File: src/rtl/wr_heat_table.sv
module wr_heat_table #(
  parameter int ENTRIES      = 16,
  parameter int ADDR_W       = 32,
  parameter int CNT_W        = 4,
  parameter int LIMIT        = 11,
  parameter int DECAY_PERIOD = 2000
) (
  input  logic              clk,
  input  logic              rst_n,
  input  logic              wr_vld,
  input  logic [ADDR_W-1:0] wr_addr,
  input  logic [ADDR_W-1:0] lkp_addr,
  output logic              lkp_hit,
  output logic              promo_vld,
  output logic [ADDR_W-1:0] promo_addr
);
  localparam int IDX_W = (ENTRIES > 1) ? $clog2(ENTRIES) : 1;
  localparam int TMR_W = (DECAY_PERIOD > 1) ? $clog2(DECAY_PERIOD) : 1;
  localparam logic [CNT_W-1:0] CNT_MAX = '1;
  localparam logic [CNT_W-1:0] CNT_LIM = CNT_W'(LIMIT);

  logic [ENTRIES-1:0] valid_q;
  logic [ADDR_W-1:0]  addr_q [ENTRIES];
  logic [CNT_W-1:0]   cnt_q  [ENTRIES];
  logic [IDX_W-1:0]   rank_q [ENTRIES];
  logic [TMR_W-1:0]   tmr_q;

  logic [ENTRIES-1:0] hit_vec, lkp_vec, lru_vec;
  logic [IDX_W-1:0]   hit_idx, free_idx, lru_idx, tgt;
  logic               hit_any, any_free, tick, fire;
  logic [CNT_W-1:0]   cur_cnt, dec_cnt, base_cnt, new_cnt;

  assign tick = (tmr_q == TMR_W'(DECAY_PERIOD - 1));

  always_ff @(posedge clk or negedge rst_n)
    if (!rst_n) tmr_q <= '0;
    else        tmr_q <= tick ? '0 : tmr_q + 1'b1;

  always_comb begin
    hit_idx  = '0;
    free_idx = '0;
    lru_idx  = '0;
    any_free = 1'b0;
    for (int i = ENTRIES - 1; i >= 0; i--) begin
      hit_vec[i] = valid_q[i] && (addr_q[i] == wr_addr);
      lkp_vec[i] = valid_q[i] && (addr_q[i] == lkp_addr);
      lru_vec[i] = (rank_q[i] == IDX_W'(ENTRIES - 1));
      if (hit_vec[i]) hit_idx = IDX_W'(i);
      if (lru_vec[i]) lru_idx = IDX_W'(i);
      if (!valid_q[i]) begin
        free_idx = IDX_W'(i);
        any_free = 1'b1;
      end
    end
  end

  assign hit_any  = |hit_vec;
  assign lkp_hit  = |lkp_vec;
  assign tgt      = hit_any ? hit_idx : (any_free ? free_idx : lru_idx);
  assign cur_cnt  = cnt_q[tgt];
  assign dec_cnt  = (cur_cnt > 1) ? cur_cnt - 1'b1 : '0;
  assign base_cnt = !hit_any ? '0 : (tick ? dec_cnt : cur_cnt);
  assign new_cnt  = (base_cnt == CNT_MAX) ? base_cnt : base_cnt + 1'b1;
  assign fire     = wr_vld && (new_cnt >= CNT_LIM);

  always_ff @(posedge clk or negedge rst_n) begin
    if (!rst_n) begin
      valid_q    <= '0;
      promo_vld  <= 1'b0;
      promo_addr <= '0;
      for (int i = 0; i < ENTRIES; i++) begin
        addr_q[i] <= '0;
        cnt_q[i]  <= '0;
        rank_q[i] <= IDX_W'(i);
      end
    end else begin
      promo_vld <= fire;
      if (fire) promo_addr <= wr_addr;
      for (int i = 0; i < ENTRIES; i++) begin
        if (tick) begin
          if (cnt_q[i] > 1) cnt_q[i] <= cnt_q[i] - 1'b1;
          else begin
            cnt_q[i]   <= '0;
            valid_q[i] <= 1'b0;
          end
        end
        if (wr_vld) begin
          if (IDX_W'(i) == tgt) begin
            valid_q[i] <= 1'b1;
            addr_q[i]  <= wr_addr;
            cnt_q[i]   <= fire ? '0 : new_cnt;
            rank_q[i]  <= '0;
          end else if (rank_q[i] < rank_q[tgt]) begin
            rank_q[i]  <= rank_q[i] + 1'b1;
          end
        end
      end
    end
  end
endmodule

File: config.mk
export PLATFORM = sky130hd
export DESIGN_NAME = wr_heat_table
export DESIGN_NICKNAME = d
export VERILOG_FILES = /design/src/rtl/wr_heat_table.sv
export SDC_FILE = /design/constraint.sdc
export NUM_CORES = 2
export LEC_CHECK = 0
export BUFFER_PORTS_ARGS = -buffer_cell sky130_fd_sc_hd__clkbuf_2
export CORE_ASPECT_RATIO = 0.7
export CORE_MARGIN = 2
export CORE_UTILIZATION = 25
export DETAILED_ROUTE_END_ITERATION = 6
export GPL_TIMING_DRIVEN = 0
export PLACE_DENSITY = 0.41
export SYNTH_ARGS = -nofsm -noshare
export SYNTH_HDL_FRONTEND = slang
export SYNTH_SLANG_ARGS = --single-unit
File: constraint.sdc
create_clock -name clk -period 8.4 [get_ports clk]
set_input_delay 1.26 -clock clk [delete_from_list [all_inputs] [get_ports clk]]
set_output_delay 1.26 -clock clk [all_outputs]
set_load 0.03 [all_outputs]
Word-level counts from Yosys, hierarchy flattened
Index checks and enable logic that the tools add are counted.

Bits of input ports: 67. Flip-flop bits (word level): 700. Word-level logic and storage cells: 510. Output and inout port bits: 34.

$lt $le $gt $ge: 35. Reduce and logical (&&, ||, !) cells: 84. Add/sub/neg operators: 35. Equality and inequality tests: 65. Bitwise gates (word level): 1. Multiplexer cells: 238.

Operators by type and width (number): equality test 32 bit (32); two-way mux 4 bit (155); two-way mux 1 bit (80); adder 4 x 1 -> 4 bit (second input constant) (17); equality test 4 bit (second input constant) (17); > comparator 4 x 1 -> 1 bit (second input constant) (17); subtractor 4 x 1 -> 4 bit (second input constant) (17); less-than comparator 4 bit (16); AND reduction 2 bit (32); logical AND 1 bit (33); binary-select mux 4 bit (select 4 bit) (2); equality test 4 bit (first input constant) (8); nonzero test 2 bit (16); OR reduction 16 bit (2); equality test 3 x 4 -> 1 bit (first input constant) (4); adder 11 x 1 -> 11 bit (second input constant) (1); equality test 11 bit (second input constant) (1); two-way mux 11 bit (1); equality test 2 x 4 -> 1 bit (first input constant) (2); >= comparator 5 bit (second input constant) (1); inverter 4 -> 5 bit (1); equality test 1 x 4 -> 1 bit (first input constant) (1); >= comparator 4 bit (second input constant) (1); logical NOT 4 bit (1).

Logic depth before layout (Yosys ltp)
Depth in word-level cells: 34. Depth in mapped cells: 31. Mapped depth without buffers: 23.

Worst setup path after synthesis
Ideal clock, no wire load.

Path type: in2reg. From: input wr_addr[25]. To: register promo_addr[10]. Path slack: 1.223 ns. Stages: 25. Required time: 8.275 ns. Arrival time: 7.051 ns. Path buffers: 4. Setup time: 0.125 ns. Path through: buf_2 > xor2_1 > or4_1 > or4_1 > nor3_2 > nand2_1 > a311oi_2 > nor2_1 > nor3_4 > buf_2 > mux2i_1 > a2bb2oi_1 > and3_1 > ha_1 > nor2_1 > o311a_1 > o21ai_2 > inv_1 > ha_1 > nor4bb_1 > a2bb2oi_2 > or4_1 > buf_2 > buf_6 > mux2_4.

Cells in the longest elaborated chain, start to end: 31. Elaborated cells between the ends (all ways): 64. Those cells by class: add/sub: 2; order compare: 2; eq/ne: 17; mux: 24; bitwise: 1; reduce/logical: 18.

RTL lines: start: declaration (RTL line 11) `input logic [ADDR_W-1:0] wr_addr,`; equality test 32 bit (RTL line 45) `hit_vec[i] = valid_q[i] && (addr_q[i] == wr_addr);`; logical AND 1 bit (RTL line 45); two-way mux 4 bit (16 in a row) (RTL line 48) `if (hit_vec[i]) hit_idx = IDX_W'(i);`; two-way mux 4 bit (RTL line 59) `assign tgt = hit_any ? hit_idx : (any_free ? free_idx : lru_idx);`; inverter 4 -> 5 bit (not written as such) (RTL line 60) `assign cur_cnt = cnt_q[tgt];`; binary-select mux 4 bit (select 4 bit) (RTL line 60); two-way mux 4 bit (not written as such) (2 in a row) (RTL line 60); subtractor 4 x 1 -> 4 bit / > comparator 4 x 1 -> 1 bit (equally long branches) (RTL line 61) `assign dec_cnt = (cur_cnt > 1) ? cur_cnt - 1'b1 : '0;`; two-way mux 4 bit (RTL line 61); two-way mux 4 bit (RTL line 62) `assign base_cnt = !hit_any ? '0 : (tick ? dec_cnt : cur_cnt);`; two-way mux 4 bit * (RTL line 62); adder 4 x 1 -> 4 bit / equality test 4 bit (equally long branches) (RTL line 63) `assign new_cnt = (base_cnt == CNT_MAX) ? base_cnt : base_cnt + 1'b1;`; two-way mux 4 bit * (RTL line 63); >= comparator 4 bit * (RTL line 64) `assign fire = wr_vld && (new_cnt >= CNT_LIM);`; logical AND 1 bit * (RTL line 64); end signal: assignment (RTL line 78) `if (fire) promo_addr <= wr_addr;`; end: declaration (RTL line 15) `output logic [ADDR_W-1:0] promo_addr`.

Every way passes the cells marked *; elsewhere a longest branch is shown, timed or not. The select of a mux whose other input is x is not followed. A chain may end at the register's enable or synchronous reset.

Worst setup path in the final report
From: input wr_addr[2]. To: register cnt_q[37] in the netlist's numbering.

Cells in the longest elaborated chain, start to end: 34. Elaborated cells between the ends (all ways): 68. Those cells by class: add/sub: 2; order compare: 2; eq/ne: 18; mux: 27; bitwise: 1; reduce/logical: 18.

RTL lines: equality test 32 bit (RTL line 45); logical AND 1 bit (RTL line 45); two-way mux 4 bit (16 in a row) (RTL line 48); two-way mux 4 bit (RTL line 59); inverter 4 -> 5 bit (not written as such) (RTL line 60); binary-select mux 4 bit (select 4 bit) (RTL line 60); two-way mux 4 bit (not written as such) (2 in a row) (RTL line 60); subtractor 4 x 1 -> 4 bit / > comparator 4 x 1 -> 1 bit (equally long branches) (RTL line 61); two-way mux 4 bit (RTL line 61); two-way mux 4 bit (2 in a row) (RTL line 62); adder 4 x 1 -> 4 bit / equality test 4 bit (equally long branches) (RTL line 63); two-way mux 4 bit (RTL line 63); >= comparator 4 bit (RTL line 64); logical AND 1 bit (RTL line 64); two-way mux 4 bit (RTL line 91) `cnt_q[i] <= fire ? '0 : new_cnt;`; two-way mux 4 bit * (RTL line 88) `if (IDX_W'(i) == tgt) begin`; two-way mux 4 bit * (RTL line 87) `if (wr_vld) begin`; end signal: indexed assignment (RTL line 91); end: declaration (RTL line 24) `logic [CNT_W-1:0] cnt_q [ENTRIES];`.

Marked as above.

==> impl_results.md <==
- Outcome: complete, but fails checks
- Violations in the final reports: capacitance limit, slew limit
- Data required time at the worst endpoint: between 9 and 10 ns
- Total die area: 0.187 mm^2
- Most common cell type on the critical path: sky130_fd_sc_hd__buf_6
- Slowest stage cell, crit path: sky130_fd_sc_hd__or4_1
- Worst clock skew: 0.0477 ns
- Fraction of layout cells with a size suffix above 1: 0.112
- Post-route DRC violation count: 0
- Number of placement rows: ~130
- Area added between synthesis and finish: 16.4%
- CTS Buffer Depth: 3
- Warning count from the yosys run: 0
- Power density normalized to cell area: ~410 mW/mm^2
- Number of setup violations in the final report: 0
- Count of state elements after synthesis: 700
- Standard cell core area: 0.182 mm^2
- Critical Path AT: 8.85 ns
- Input/output buffers: 36
- Starting Density: 0.252
- Total congestion overflow: 0
- Endpoint kind of the worst setup timing path: flop
- Clock latency reported for the late side of the worst-skew pair: 0.76 ns
- Number of pins exceeding their max-slew limit in the final report: 79
- CTS root buf: sky130_fd_sc_hd__clkbuf_16
- Post-Syn Area per Cell: 8.59 um^2
- Total Routed Length: 275000 um
- Wire per inst: 34.2 um
- Die height: 362 um
- H-tree levels: 3
- Global-route wire length before repair: 364000 um
- Net count, final: around 5700
- Slowest stage delay, CP: 0.77 ns
- Leading cell types in the layout, fill and taps excluded: sky130_fd_sc_hd__nand2_1, sky130_fd_sc_hd__dfrtp_1, sky130_fd_sc_hd__xnor2_1
- Number of flops mapped to enable cells by yosys: 0
- Total CTS buffers: 85
- Primary flip-flop cell chosen by synthesis mapping: sky130_fd_sc_hd__dfrtp_1
- Worst relative slew slack: -0.0875
- Clock-pin slew of the registers on the worst-case setup and hold paths: approximately 0.06 ns
- TritonCTS Sinks: 700
- Transition time at the pin with the least slew margin: between 1.5 and 2 ns
- Aggregate negative setup slack: 0 ns
- Peak VDD IR: 0.204 mV
- Sequential share of power: 0.310
- RSZ-0062 raised after global routing: false
- Summed instance area of the synthesized netlist: 0.0458 mm^2
- Routed vias: roughly 44000
- Count of max-cap constraint violations: 10
- I/O Pins: 101
- Tcrit/Tclk final: 0.981
- Vias in the first global route: 40100
- Combinational group share of total power: 0.512
- Count of final hold-check violations: 0
- Largest net degree at the start of global routing: ~110
- Internal power component: 11200 uW
- Remaining antenna violation count after routing: 0
- Critical path fanouts, max: 10
- Async set-or-reset flop fraction in the synthesized netlist: 1.00
- Antenna violations before repair: 20
- Net count of the mapped netlist: 5499
- Post-DP HPWL: 198000 um
- Final Power: roughly 22000 uW
- Sum of buffers and inverters on the critical path: 10
- Cell count after synthesis: 5332
- Die width: 516 um
- Number of standard cells in the layout, taps in and fillers out: about 8000
- Iteration-0 DRC count of the detailed router: 6810
- Gpl congestion: 0.992
- Kind of cell adding the most delay to the critical path: simple AND/OR/NAND/NOR gates
- Leakage: approximately 0.024 uW
- Hold bufs inserted after CTS: 0
- Distinct cell type count of the synthesized netlist: 89
- TritonCTS clock tree: done
- Share of the yosys chip area belonging to registers: 0.383
- Pre-Repair DR Iteration Count: 7
- Placed cell count: 7862
- CP Launch Type: input port
- Via-to-Cell Ratio: 5.48
- Share of power burned in the clock network: 0.179
- Switching share of total power: 0.491
- Post-route minimum period: just over 8 ns
- FMAX: 0.121 GHz
- Setup CP Type: input port to flop
- Final core utilization: 0.293
- Switching power of the nets: between 10000 and 15000 uW
- Tot GR Track Use: 0.287
- Commonest non-fill, non-tap cell in the layout: sky130_fd_sc_hd__nand2_1
- Hold Crit Class: flop to flop
area by class of cell:
class                           count  area [um^2]
Fill cell                       19400       129000
Multi-Input combinational cell   4198        26700
Sequential cell                   700        17600
Tap cell                         2460         3080
Clock buffer                      128         2520
Buffer                            351         2000
Timing Repair Buffer               79          910
Clock inverter                     31          320
Inverter                           77          293
Antenna cell                        3         7.51
power groups by stage:
| stage | Sequential, uW | Clock (uW) | Combinational [uW] |
|---|---|---|---|
| CTS | 6690 | 3970 | 10900 |
| detailed placement | 6730 | 0 | 10800 |
| global route | 6900 | 4110 | 12300 |
| global placement | 6730 | 0 | 10500 |
| floorplan | 5970 | 0 | 7560 |
| finish | 6800 | 3930 | 11200 |
per-layer routing:
metal  GRT usage  wire length [um]
met5           0               124
met4       0.105             11700
met3      0.0979             35900
met2       0.367            101000
met1       0.432            126000
registers in the layout, summed over array words and instances, names as in the netlist:
signal      flops
addr_q        512
cnt_q          64
rank_q         64
promo_addr     32
valid_q        16
tmr_q          11
promo_vld       1
final timing paths:
kind	startpoint	end	slack, ns	depth (start not counted)
worst max-delay path	wr_addr[2]	cnt_q[37]	0.16	29
worst min-delay path	tmr_q[0]	tmr_q[0]	0.46	1
worst max register to register	valid_q[11]	cnt_q[37]	0.28	25
worst min register to register	tmr_q[0]	tmr_q[0]	0.46	1
max in group asynchronous	rst_n	promo_addr[15]	5.42	5
min in group asynchronous	rst_n	addr_q[386]	0.52	1
worst reg2reg max path: cells and delay by family (launching register included):
family	cells	cell delay (ns)
simple gates	7	2.61
buf+inv	7	1.23
fa+ha+maj	2	0.54
compound gates	9	2.80
flops	1	0.80
per-stage QoR:
stage          hold WS [ns]  worst slack [ns]  area (um^2)
2_1_floorplan         0.433              1.22        45800
3_3_place_gp          0.448            -13.01        49100
3_5_place_dp          0.461             -2.35        49900
4_1_cts               0.468            0.0140        53000
5_1_grt               0.483            0.0443        53300
6_report              0.464             0.160        53300
cells in the mapped netlist, types with 75 or more instances:
library cell / n / share of area
sky130_fd_sc_hd__a21oi_1: 96 / 0.010
sky130_fd_sc_hd__nor2_1: 127 / 0.010
sky130_fd_sc_hd__mux2_2: 85 / 0.021
sky130_fd_sc_hd__ha_1: 100 / 0.027
sky130_fd_sc_hd__nor4_1: 250 / 0.034
sky130_fd_sc_hd__nand2_1: 1529 / 0.13
sky130_fd_sc_hd__nand4_1: 192 / 0.026
sky130_fd_sc_hd__inv_1: 75 / 0.0061
sky130_fd_sc_hd__buf_2: 76 / 0.0083
sky130_fd_sc_hd__nand3_1: 83 / 0.0091
sky130_fd_sc_hd__xnor2_1: 520 / 0.099
sky130_fd_sc_hd__dfrtp_1: 668 / 0.36
sky130_fd_sc_hd__nor3_1: 125 / 0.014
sky130_fd_sc_hd__clkbuf_1: 236 / 0.019
sky130_fd_sc_hd__o21ai_0: 123 / 0.013
sky130_fd_sc_hd__xor2_1: 515 / 0.098
kinds of logic after synthesis:
| family | count (synthesis) | synth area share |
|---|---|---|
| adder cells (fa/ha/maj) | 100 | 0.0273 |
| AND/OR/NAND/NOR | 2472 | 0.247 |
| AO/OA/AOI/OAI | 419 | 0.0604 |
| multiplexers | 172 | 0.0435 |
| flip-flops | 700 | 0.383 |
| XOR/XNOR | 1035 | 0.198 |
| buffers and inverters | 434 | 0.0410 |
what timing repair did:
action,4_1_cts,5_1_grt
gates resized for setup,83,67
buffers inserted,6,1
endpoints found under the setup margin,160,71
pin swaps,3,1
No activity file was read; power rests on OpenSTA's default activity.
